[config.mk]
export PLATFORM = sky130hd
export DESIGN_NAME = cfg_seq_ctrl
export DESIGN_NICKNAME = d
export VERILOG_FILES = /design/src/rtl/cfg_seq_ctrl.sv
export SDC_FILE = /design/constraint.sdc
export NUM_CORES = 1
export LEC_CHECK = 0
export CAP_MARGIN = 20
export CORE_MARGIN = 5
export CORE_UTILIZATION = 60
export CTS_BUF_LIST = sky130_fd_sc_hd__clkbuf_16
export DETAILED_ROUTE_END_ITERATION = 10
export DONT_BUFFER_PORTS = 1
export PLACE_DENSITY = 0.76
export SKIP_CTS_REPAIR_TIMING = 1
export SYNTH_ARGS = -nofsm -noshare
export SYNTH_HDL_FRONTEND = slang
export SYNTH_SLANG_ARGS = --single-unit
[constraint.sdc]
create_clock -name clk -period 2.5 [get_ports clk]
set_input_delay 0.25 -clock clk [delete_from_list [all_inputs] [get_ports clk]]
set_output_delay 0.25 -clock clk [all_outputs]
set_load 0.005 [all_outputs]
[src/rtl/cfg_seq_ctrl.sv]
module cfg_seq_ctrl #(
  parameter int MODE_W       = 3,
  parameter int CNT_W        = 16,
  parameter int POR_CYC      = 8,
  parameter int INIT_HI_CYC  = 2,
  parameter int MASTER_EXTRA = 6,
  parameter int STARTUP_CYC  = 4
) (
  input  logic              clk,
  input  logic              rst_n,
  input  logic              pwr_good,
  input  logic              init_line,
  input  logic              prgm_n,
  input  logic              reset_n,
  input  logic [MODE_W-1:0] mode_sel,
  input  logic              master_mode,
  input  logic              cclk_en,
  input  logic              frame_done,
  input  logic [CNT_W-1:0]  len_count,
  input  logic              bit_err,
  input  logic              keep_mem,
  output logic              init_drv_low,
  output logic              hdc,
  output logic              ldc,
  output logic              done,
  output logic              io_active,
  output logic              int_rst_rel,
  output logic              mem_clear,
  output logic              cfg_active,
  output logic              op_active,
  output logic [MODE_W-1:0] mode_q
);
  localparam int HI_MAX = INIT_HI_CYC + MASTER_EXTRA;
  localparam int DLY_W  = $clog2(POR_CYC + 1);
  localparam int HI_W   = $clog2(HI_MAX + 1);
  localparam int SU_W   = $clog2(STARTUP_CYC + 1);

  typedef enum logic [1:0] {S_INIT, S_CFG, S_STUP, S_OPER} st_t;
  st_t st;

  logic [1:0] init_sy, prgm_sy, rst_sy;
  logic [DLY_W-1:0] dcnt;
  logic [HI_W-1:0]  hcnt;
  logic [SU_W-1:0]  sucnt;
  logic [CNT_W-1:0] cnt;
  logic frame_seen, cfg_once;

  always_ff @(posedge clk or negedge rst_n)
    if (!rst_n) begin
      init_sy <= '0;
      prgm_sy <= '0;
      rst_sy  <= '0;
    end else begin
      init_sy <= {init_sy[0], init_line};
      prgm_sy <= {prgm_sy[0], prgm_n};
      rst_sy  <= {rst_sy[0], reset_n};
    end

  wire init_s = init_sy[1];
  wire prgm_s = prgm_sy[1];
  wire rst_s  = rst_sy[1];

  wire [HI_W-1:0] need_hi = master_mode ? HI_W'(HI_MAX) : HI_W'(INIT_HI_CYC);
  wire dly_done  = dcnt == DLY_W'(POR_CYC);
  wire hi_ok     = dly_done && init_s && prgm_s && rst_s;
  wire go_cfg    = hi_ok && (hcnt == HI_W'(need_hi - 1'b1));
  wire cfg_full  = cnt == len_count;
  wire abort_cfg = !prgm_s || !rst_s || bit_err;

  always_ff @(posedge clk or negedge rst_n)
    if (!rst_n) begin
      st         <= S_INIT;
      dcnt       <= '0;
      hcnt       <= '0;
      sucnt      <= '0;
      cnt        <= '0;
      frame_seen <= 1'b0;
      cfg_once   <= 1'b0;
      mode_q     <= '0;
    end else begin
      case (st)
        S_INIT: begin
          if (pwr_good && !dly_done) dcnt <= dcnt + 1'b1;
          hcnt <= hi_ok ? hcnt + 1'b1 : '0;
          if (go_cfg) begin
            st         <= S_CFG;
            mode_q     <= mode_sel;
            cnt        <= '0;
            frame_seen <= 1'b0;
          end
        end
        S_CFG: begin
          if (abort_cfg) begin
            st   <= S_INIT;
            dcnt <= '0;
            hcnt <= '0;
          end else if (cfg_full && frame_seen) begin
            st       <= S_STUP;
            sucnt    <= '0;
            cfg_once <= 1'b1;
          end else begin
            if (cclk_en && !cfg_full) cnt <= cnt + 1'b1;
            if (frame_done) frame_seen <= 1'b1;
          end
        end
        S_STUP: begin
          if (!prgm_s) begin
            st   <= S_INIT;
            dcnt <= '0;
            hcnt <= '0;
          end else if (sucnt == SU_W'(STARTUP_CYC - 1)) st <= S_OPER;
          else sucnt <= sucnt + 1'b1;
        end
        default: begin
          if (!prgm_s) begin
            st   <= S_INIT;
            dcnt <= '0;
            hcnt <= '0;
          end
        end
      endcase
    end

  assign init_drv_low = (st == S_INIT) && !dly_done;
  assign hdc          = (st == S_INIT) || (st == S_CFG);
  assign ldc          = !hdc;
  assign done         = (st == S_STUP) || (st == S_OPER);
  assign io_active    = done;
  assign int_rst_rel  = done;
  assign cfg_active   = st == S_CFG;
  assign op_active    = st == S_OPER;
  assign mem_clear    = init_drv_low && (!cfg_once || !keep_mem);
endmodule

; ---- Word-level counts from Yosys, hierarchy flattened
; Index checks and enable logic that the tools add are counted.
[word_totals]
register_bits = 40
in_bits = 30
out_inout_bits = 12
wordCells = 99
[classes]
add_sub_neg = 5
eq_ne = 21
muxes = 29
n_bitwise = 1
n_reduce_logical = 32
[op_table]
columns = op, count
row1 = $mux W16, 4
row2 = $pmux W16 S2, 1
row3 = $mux W4, 5
row4 = $add A16 B1 Y16 const B, 1
row5 = $eq A16 B16 Y1, 1
row6 = $pmux W4 S2, 2
row7 = $reduce_and A5 Y1, 3
row8 = $ne A2 B2 Y1 const B, 7
row9 = $mux W2, 6
row10 = $mux W3, 4
row11 = $logic_and A1 B1 Y1, 9
row12 = $add A4 B1 Y4 const B, 2
row13 = $logic_not A1 Y1, 7
row14 = $ne A2 B1 Y1 const B, 3
row15 = $pmux W2 S3, 1
row16 = $pmux W3 S2, 1
row17 = $reduce_and A3 Y1, 2
row18 = $logic_or A1 B1 Y1, 5
row19 = $eq A2 B2 Y1 const B, 2
row20 = $eq A4 B4 Y1, 1
row21 = $eq A4 B4 Y1 const B, 1
row22 = $mux W1, 4
row23 = $ne A4 B2 Y1 const B, 1
row24 = $reduce_and A2 Y1, 2
row25 = other kinds (12), 13

; ---- Depth between registers and ports, before layout
; Gate-level depths: netlist of run 1.
[logic_depth]
ltp_word = 7
ltp_mapped = 9
ltp_nobuf = 7

; ---- Worst setup path after synthesis of run 1
; OpenSTA, ideal clock, no wires.
[synth_path]
kind = register -> register
start = register hcnt[2]
end = register cnt[14]
setup_time_ns = 0.080
t_arrival_ns = 2.096
required_time_ns = 2.420
slack_ns = 0.323
stages_incl_launch_ff = 7
path_buffers = 1
synth_period_minus_slack_ns = 2.177
path_cell_list = dfrtp_1 -> or3_1 -> a2111o_1 -> a21o_1 -> buf_6 -> or4_1 -> o211ai_2
[synth_via]
elab_chain_len = 4
[synth_lines]
columns = element, line_no
row1 = from (decl), 43  ; logic [HI_W-1:0] hcnt;
row2 = from (signal assigned), 84  ; hcnt <= hi_ok ? hcnt + 1'b1 : '0;
row3 = $eq A4 B4 Y1, 66  ; wire go_cfg = hi_ok && (hcnt == HI_W'(need_hi - 1'b1));
row4 = $logic_and A1 B1 Y1, 66
row5 = $ne A2 B2 Y1 (no line), n/a
row6 = $reduce_and A5 Y1 (no line), n/a
row7 = to (signal assigned), 102  ; if (cclk_en && !cfg_full) cnt <= cnt + 1'b1;
row8 = to (decl), 45  ; logic [CNT_W-1:0] cnt;
; No other way between the ends.
; A chain may end at the register's enable or synchronous reset.

; ---- Worst setup path in the final report of run 1
[layout_path]
start = register hcnt[2]
end = register cnt[3]
; Same word-level chain as after synthesis.

==> flow_summary_export.csv, run 1 <==
group,metric,value,unit
critical_path,startpoint_type,"flip-flop",
critical_path,crit_required,2720,ps
global_routing,grt-busiest-layer,"met2",
layout,final_area,2970,um^2
clock_network,cts_buffers,5,
power_and_ir_drop,pwr-share-comb,0.376,
timing,min_period_over_period,0.947,
timing,rsz0062_at_grt,"no",
layout,final_common_cell,"dfrtp_1",
global_routing,grt.met1_usage,0.291,
clock_network,h-tree-depth,2,
power_and_ir_drop,p_sw,1090,uW
run,max-cap-violations,0,
placed_design,io_buffers,0,
synthesis,synthDistinctLibCells,42,
timing,finalSetupViolCount,0,
layout,most-common-layout-cells,"dfrtp_1 (40), nand2_1 (36), nand3_1 (31), xnor2_1 (16)",
layout,fin_nets,350,
placed_design,dp.cells,350,
hold_path,hp-start,"mode_sel[0]",
clock_network,insertion_delay,280,ps
power_and_ir_drop,power_density,935,nW/um^2
clock_network,cts_tree,"done",
routing,vias,2354,
clock_network,clk_pin_slew,70,ps
synthesis,ys.flop_type,"dfrtp_1",
global_routing,grtUsageTotal,0.216,
outcome,run_status,"completed",
placed_design,place_hpwl,4320,um
floorplan,initial_core_util,0.613,
routing,firstDrtPassIters,4,
routing,postRouteAntennaNets,0,
routing,drt_iter0_drc,182,
synthesis,async_flop_share,1.00,
layout,drive_gt1_frac,0.0997,
global_routing,antenna_found_initial,0,
global_routing,grt_overflow,0,
floorplan,die_area,5850,um^2
power_and_ir_drop,p_leak,0.00122,uW
global_routing,grt_max_degree,41,
critical_path,cp_top_family,"simple AND/OR/NAND/NOR gates",
layout,fin_cells,363,
critical_path,startpoint,"hcnt[2]",
power_and_ir_drop,seqPwrFrac,0.354,
timing,slew_violations,0,
timing,max_freq,422,MHz
critical_path,r2r_start,"hcnt[2]",
placed_design,dp_slack,151,ps
critical_path,reg2reg_slack,130,ps
critical_path,cp_slowest_stage_delay,590,ps
routing,post-route-drc-count,0,
synthesis,yosys_warnings,0,
global_routing,grt_pass1_wl,10600,um
global_routing,grt_pass1_vias,2221,
routing,drt-vias-per-instance,6.48,
global_routing,met3_usage,0.0496,
power_and_ir_drop,internal-power,1690,uW
timing,period_minus_slack,2370,ps
clock_network,clk_path_buf_depth,2,
routing,wl_per_cell,16.9,um
layout,syn2layout_area_growth,11.8,%
synthesis,netlist_instances,304,
placed_design,dpl_cell_area,2730,um^2
placed_design,gp_congestion,0.903,
timing,tightest_slew,519,ps
critical_path,cp.arrival,2590,ps
floorplan,io_pins,42,
power_and_ir_drop,ir_drop,524,uV
floorplan,core,4320,um^2
routing,wl,6130,um
critical_path,crit_chain,"or3_1 -> a2111o_1 -> a21o_1 -> or4_1 -> nand3_1",
timing,maxSlewHeadroom,0.650,
floorplan,die_height,76.5,um
critical_path,slowest_stage,"or4_1",
global_routing,grt_use_met2,0.345,
power_and_ir_drop,share_clk_of_total_power,0.270,
synthesis,seq_area_frac_synth,0.377,
timing,setup_ws,132,ps
timing,finalHoldViolations,0,
timing,holdWs,117,ps
floorplan,die_w,76.5,um
clock_network,cts_root_buf,"clkbuf_16",
critical_path,worstPathMaxFanout,17,
timing,clock_skew,7.82,ps
power_and_ir_drop,switching_share,0.391,
synthesis,syn_area_per_cell,8.73,um^2
synthesis,synth-edff-count,0,
clock_network,clkSinkCount,40,
layout,n_antenna_cell,0,
hold_path,min_path_type,"primary input to flip-flop",
critical_path,critPathCaptureType,"flip-flop",
synthesis,synth-seq-cells,40,
synthesis,synthesis.nets,344,
floorplan,rows,24,
critical_path,worst-path-buf-inv,0,
synthesis,syn_area,2650,um^2
critical_path,worstSetupPathType,"flip-flop to flip-flop",
timing,setup_tns,0,ps
## final timing paths
path | depth (start not counted) | to
hold reg to reg | 0 | prgm_sy[1]
setup reg to reg | 5 | cnt[3]
min in group asynchronous | 2 | cnt[7]
hold / removal | 1 | mode_q[0]
setup / recovery | 5 | cnt[3]
max in group asynchronous | 2 | st[1]
## worst reg2reg max path, cell delays in order, from the launching register on
cell and delay [ps]:
dfrtp_1 410, or3_1 380, a2111o_1 470, a21o_1 370, or4_1 590, nand3_1 100
## cell usage after synthesis (all sizes together) (2+ instances only)
cell | instances | area (um^2)
nand2b | 11 | 68.8
o211ai | 14 | 110
a22o | 2 | 17.5
or3 | 4 | 25.0
xnor2 | 16 | 140
o21ai | 10 | 50.1
a21oi | 5 | 25.0
or2 | 3 | 18.8
nand2 | 36 | 135
and2 | 4 | 25.0
o311ai | 8 | 70.1
nand3 | 31 | 155
nor3 | 12 | 60.1
nand4 | 12 | 75.1
and3 | 2 | 12.5
or4 | 11 | 82.6
nor2 | 13 | 48.8
buf | 3 | 26.3
or4b | 2 | 20.0
mux2i | 2 | 20.0
nand4b | 3 | 26.3
clkbuf | 14 | 52.6
nor2b | 3 | 18.8
ha | 10 | 125
inv | 10 | 37.5
mux2 | 4 | 45.0
dfrtp | 40 | 1000
a221oi | 3 | 26.3
a21o | 5 | 37.5
nand3b | 2 | 15.0
## through the flow
| step | util | total power, uW |
|---|---|---|
| after floorplan | - | 1750 |
| after global placement | 0.631 | 1960 |
| after detailed placement | 0.631 | 2000 |
| after CTS | 0.670 | 2760 |
| after global routing | 0.686 | 2980 |
| final | 0.686 | 2770 |
## cell type report
| type | instances | area (um^2) |
|---|---|---|
| clock buffers | 5 | 125 |
| clock inverters | 3 | 46.3 |
| fillers | 334 | 1360 |
| inverters | 10 | 37.5 |
| multi-input cells | 237 | 1540 |
| flip-flops and latches | 40 | 1000 |
| well taps | 52 | 65.1 |
| repair buffers | 16 | 150 |
## registers in the layout, indices dropped and copies added, names as in the netlist
| signal | flops |
|---|---|
| dcnt | 4 |
| sucnt | 3 |
| mode_q | 3 |
| cnt | 16 |
| hcnt | 4 |
| st | 2 |
| rst_sy | 2 |
| prgm_sy | 2 |
| frame_seen | 1 |
| cfg_once | 1 |
| init_sy | 2 |
## kinds of logic (layout without fill, tap and decap cells)
family                   count (synthesis)  after routing  synth area share
AND/OR/NAND/NOR                        152            152             0.306
AO/OA/AOI/OAI                           53             53             0.148
flip-flops                              40             40             0.377
buffers and inverters                   27             34            0.0439
XOR/XNOR                                16             16            0.0528
adder cells (fa/ha/maj)                 10             10            0.0472
multiplexers                             6              6            0.0245
## layer usage
layer	vias up	routed length (um)
li1	1146	-
met1	1141	2670
met2	59	3100
met3	8	270
met4	0	85
met5	-	0
## power by group through the flow
stage               clock network [uW]  registers, uW  logic (uW)
finish                             749            980        1040
global route                       793           1010        1180
CTS                                759            976        1020
detailed placement                   0            983        1020
global placement                     0            980         984
floorplan                            0            904         841
Power figures use the tool's default switching activity.
==> inputs of run 2 (changes only) <==
Settings changed: RECOVER_POWER set to 50.
==> flow_summary_export.csv, run 2 (same netlist as run 1, synthesis figures left out) <==
group,metric,value,unit
routing,postRouteAntennaNets,0,
routing,wl_per_cell,16.9,um
global_routing,grt-busiest-layer,"met2",
layout,final_common_cell,"dfrtp_1",
timing,tightest_slew,1020,ps
critical_path,cp_slowest_stage_delay,590,ps
routing,drt-vias-per-instance,6.46,
layout,final_area,2940,um^2
global_routing,grtUsageTotal,0.216,
placed_design,dpl_cell_area,2730,um^2
floorplan,die_w,76.5,um
timing,period_minus_slack,2370,ps
layout,final_core_util,0.681,
clock_network,h-tree-depth,2,
power_and_ir_drop,power_density,940,nW/um^2
global_routing,met3_usage,0.0496,
timing,clock_skew,6.72,ps
global_routing,grt_overflow,0,
floorplan,initial_core_util,0.613,
critical_path,crit_required,2720,ps
clock_network,clk_path_buf_depth,2,
floorplan,die_area,5850,um^2
critical_path,cp.arrival,2590,ps
timing,min_period_over_period,0.947,
timing,maxSlewHeadroom,0.318,
layout,n_antenna_cell,0,
routing,firstDrtPassIters,4,
layout,most-common-layout-cells,"dfrtp_1 (40), nand2_1 (36), nand3_1 (31), xnor2_1 (16)",
timing,slew_violations,0,
timing,finalHoldViolations,0,
timing,setup_tns,0,ps
critical_path,critPathCaptureType,"flip-flop",
global_routing,grt_pass1_wl,10600,um
layout,multi_input_area,1540,um^2
layout,syn2layout_area_growth,11.0,%
routing,wl,6150,um
floorplan,io_pins,42,
critical_path,worstSetupPathType,"flip-flop to flip-flop",
clock_network,clk_pin_slew,70,ps
placed_design,place_hpwl,4320,um
floorplan,die_height,76.5,um
clock_network,clkSinkCount,40,
routing,vias,2346,
clock_network,cts_buffers,5,
placed_design,io_buffers,0,
timing,finalSetupViolCount,0,
timing,rsz0062_at_grt,"no",
critical_path,slowest_stage,"or4_1",
timing,max_freq,422,MHz
power_and_ir_drop,ir_drop,522,uV
critical_path,reg2reg_slack,130,ps
run,max-cap-violations,0,
critical_path,worstPathMaxFanout,17,
layout,reg_top3,"cnt: 16 flops, dcnt: 4 flops, hcnt: 4 flops",
floorplan,core,4320,um^2
placed_design,gp_congestion,0.903,
layout,fill_cells,337,
timing,holdWs,117,ps
critical_path,startpoint_type,"flip-flop",
global_routing,grt_use_met2,0.345,
critical_path,crit_chain,"or3_1 -> a2111o_1 -> a21o_1 -> or4_1 -> nand3_1",
layout,fin_nets,350,
clock_network,insertion_delay,280,ps
global_routing,grt_max_degree,41,
clock_network,cts_tree,"done",
outcome,run_status,"completed",
routing,post-route-drc-count,0,
floorplan,rows,24,
layout,seq_area,1000,um^2
critical_path,worst-path-buf-inv,0,
global_routing,grt_pass1_vias,2221,
hold_path,min_path_type,"primary input to flip-flop",
layout,largest_reg_flops,16,
global_routing,grt.met1_usage,0.291,
layout,regMostFlops,"cnt",
power_and_ir_drop,p_leak,0.00122,uW
clock_network,cts_root_buf,"clkbuf_16",
routing,drt_iter0_drc,183,
critical_path,cp_top_family,"simple AND/OR/NAND/NOR gates",
global_routing,antenna_found_initial,0,
layout,drive_gt1_frac,0.0997,
-- run 2: per-stage QoR --
stage / setup WS, ps / instances / total power, uW
final: 132 / 363 / 2770
after floorplan: 323 / 304 / 1750
after global placement: 201 / 350 / 1960
after CTS: 132 / 358 / 2760
after detailed placement: 151 / 350 / 2000
after global routing: 3.36 / 363 / 2970
-- run 2: layout make-up --
class / instances / area share
clock buffer: 5 / 0.0425
clock inverter: 3 / 0.0157
inverter: 10 / 0.0127
multi-input combinational: 237 / 0.524
sequential: 40 / 0.340
tap: 52 / 0.0221
timing repair buffer: 16 / 0.0433
-- run 2: report_power, final --
part | total (uW) | switching, uW | internal [uW]
registers | 981 | 203 | 777
clock network | 747 | 272 | 474
logic | 1040 | 608 | 432
total | 2770 | 1080 | 1680
-- run 2: final timing paths --
path,startpoint,to,cells after the start
max,hcnt[2],cnt[3],5
min,mode_sel[0],mode_q[0],1
max reg2reg,hcnt[2],cnt[3],5
min reg2reg,prgm_sy[0],prgm_sy[1],0
max in group asynchronous,rst_n,hcnt[0],2
min in group asynchronous,rst_n,cnt[12],2
-- run 2: per-layer routing --
metal | share of wire | wire length, um | up-vias
li1 | - | - | 1142
met3 | 0.040 | 247 | 8
met2 | 0.51 | 3110 | 58
met5 | 0 | 0 | -
met1 | 0.44 | 2710 | 1138
met4 | 0.014 | 86 | 0
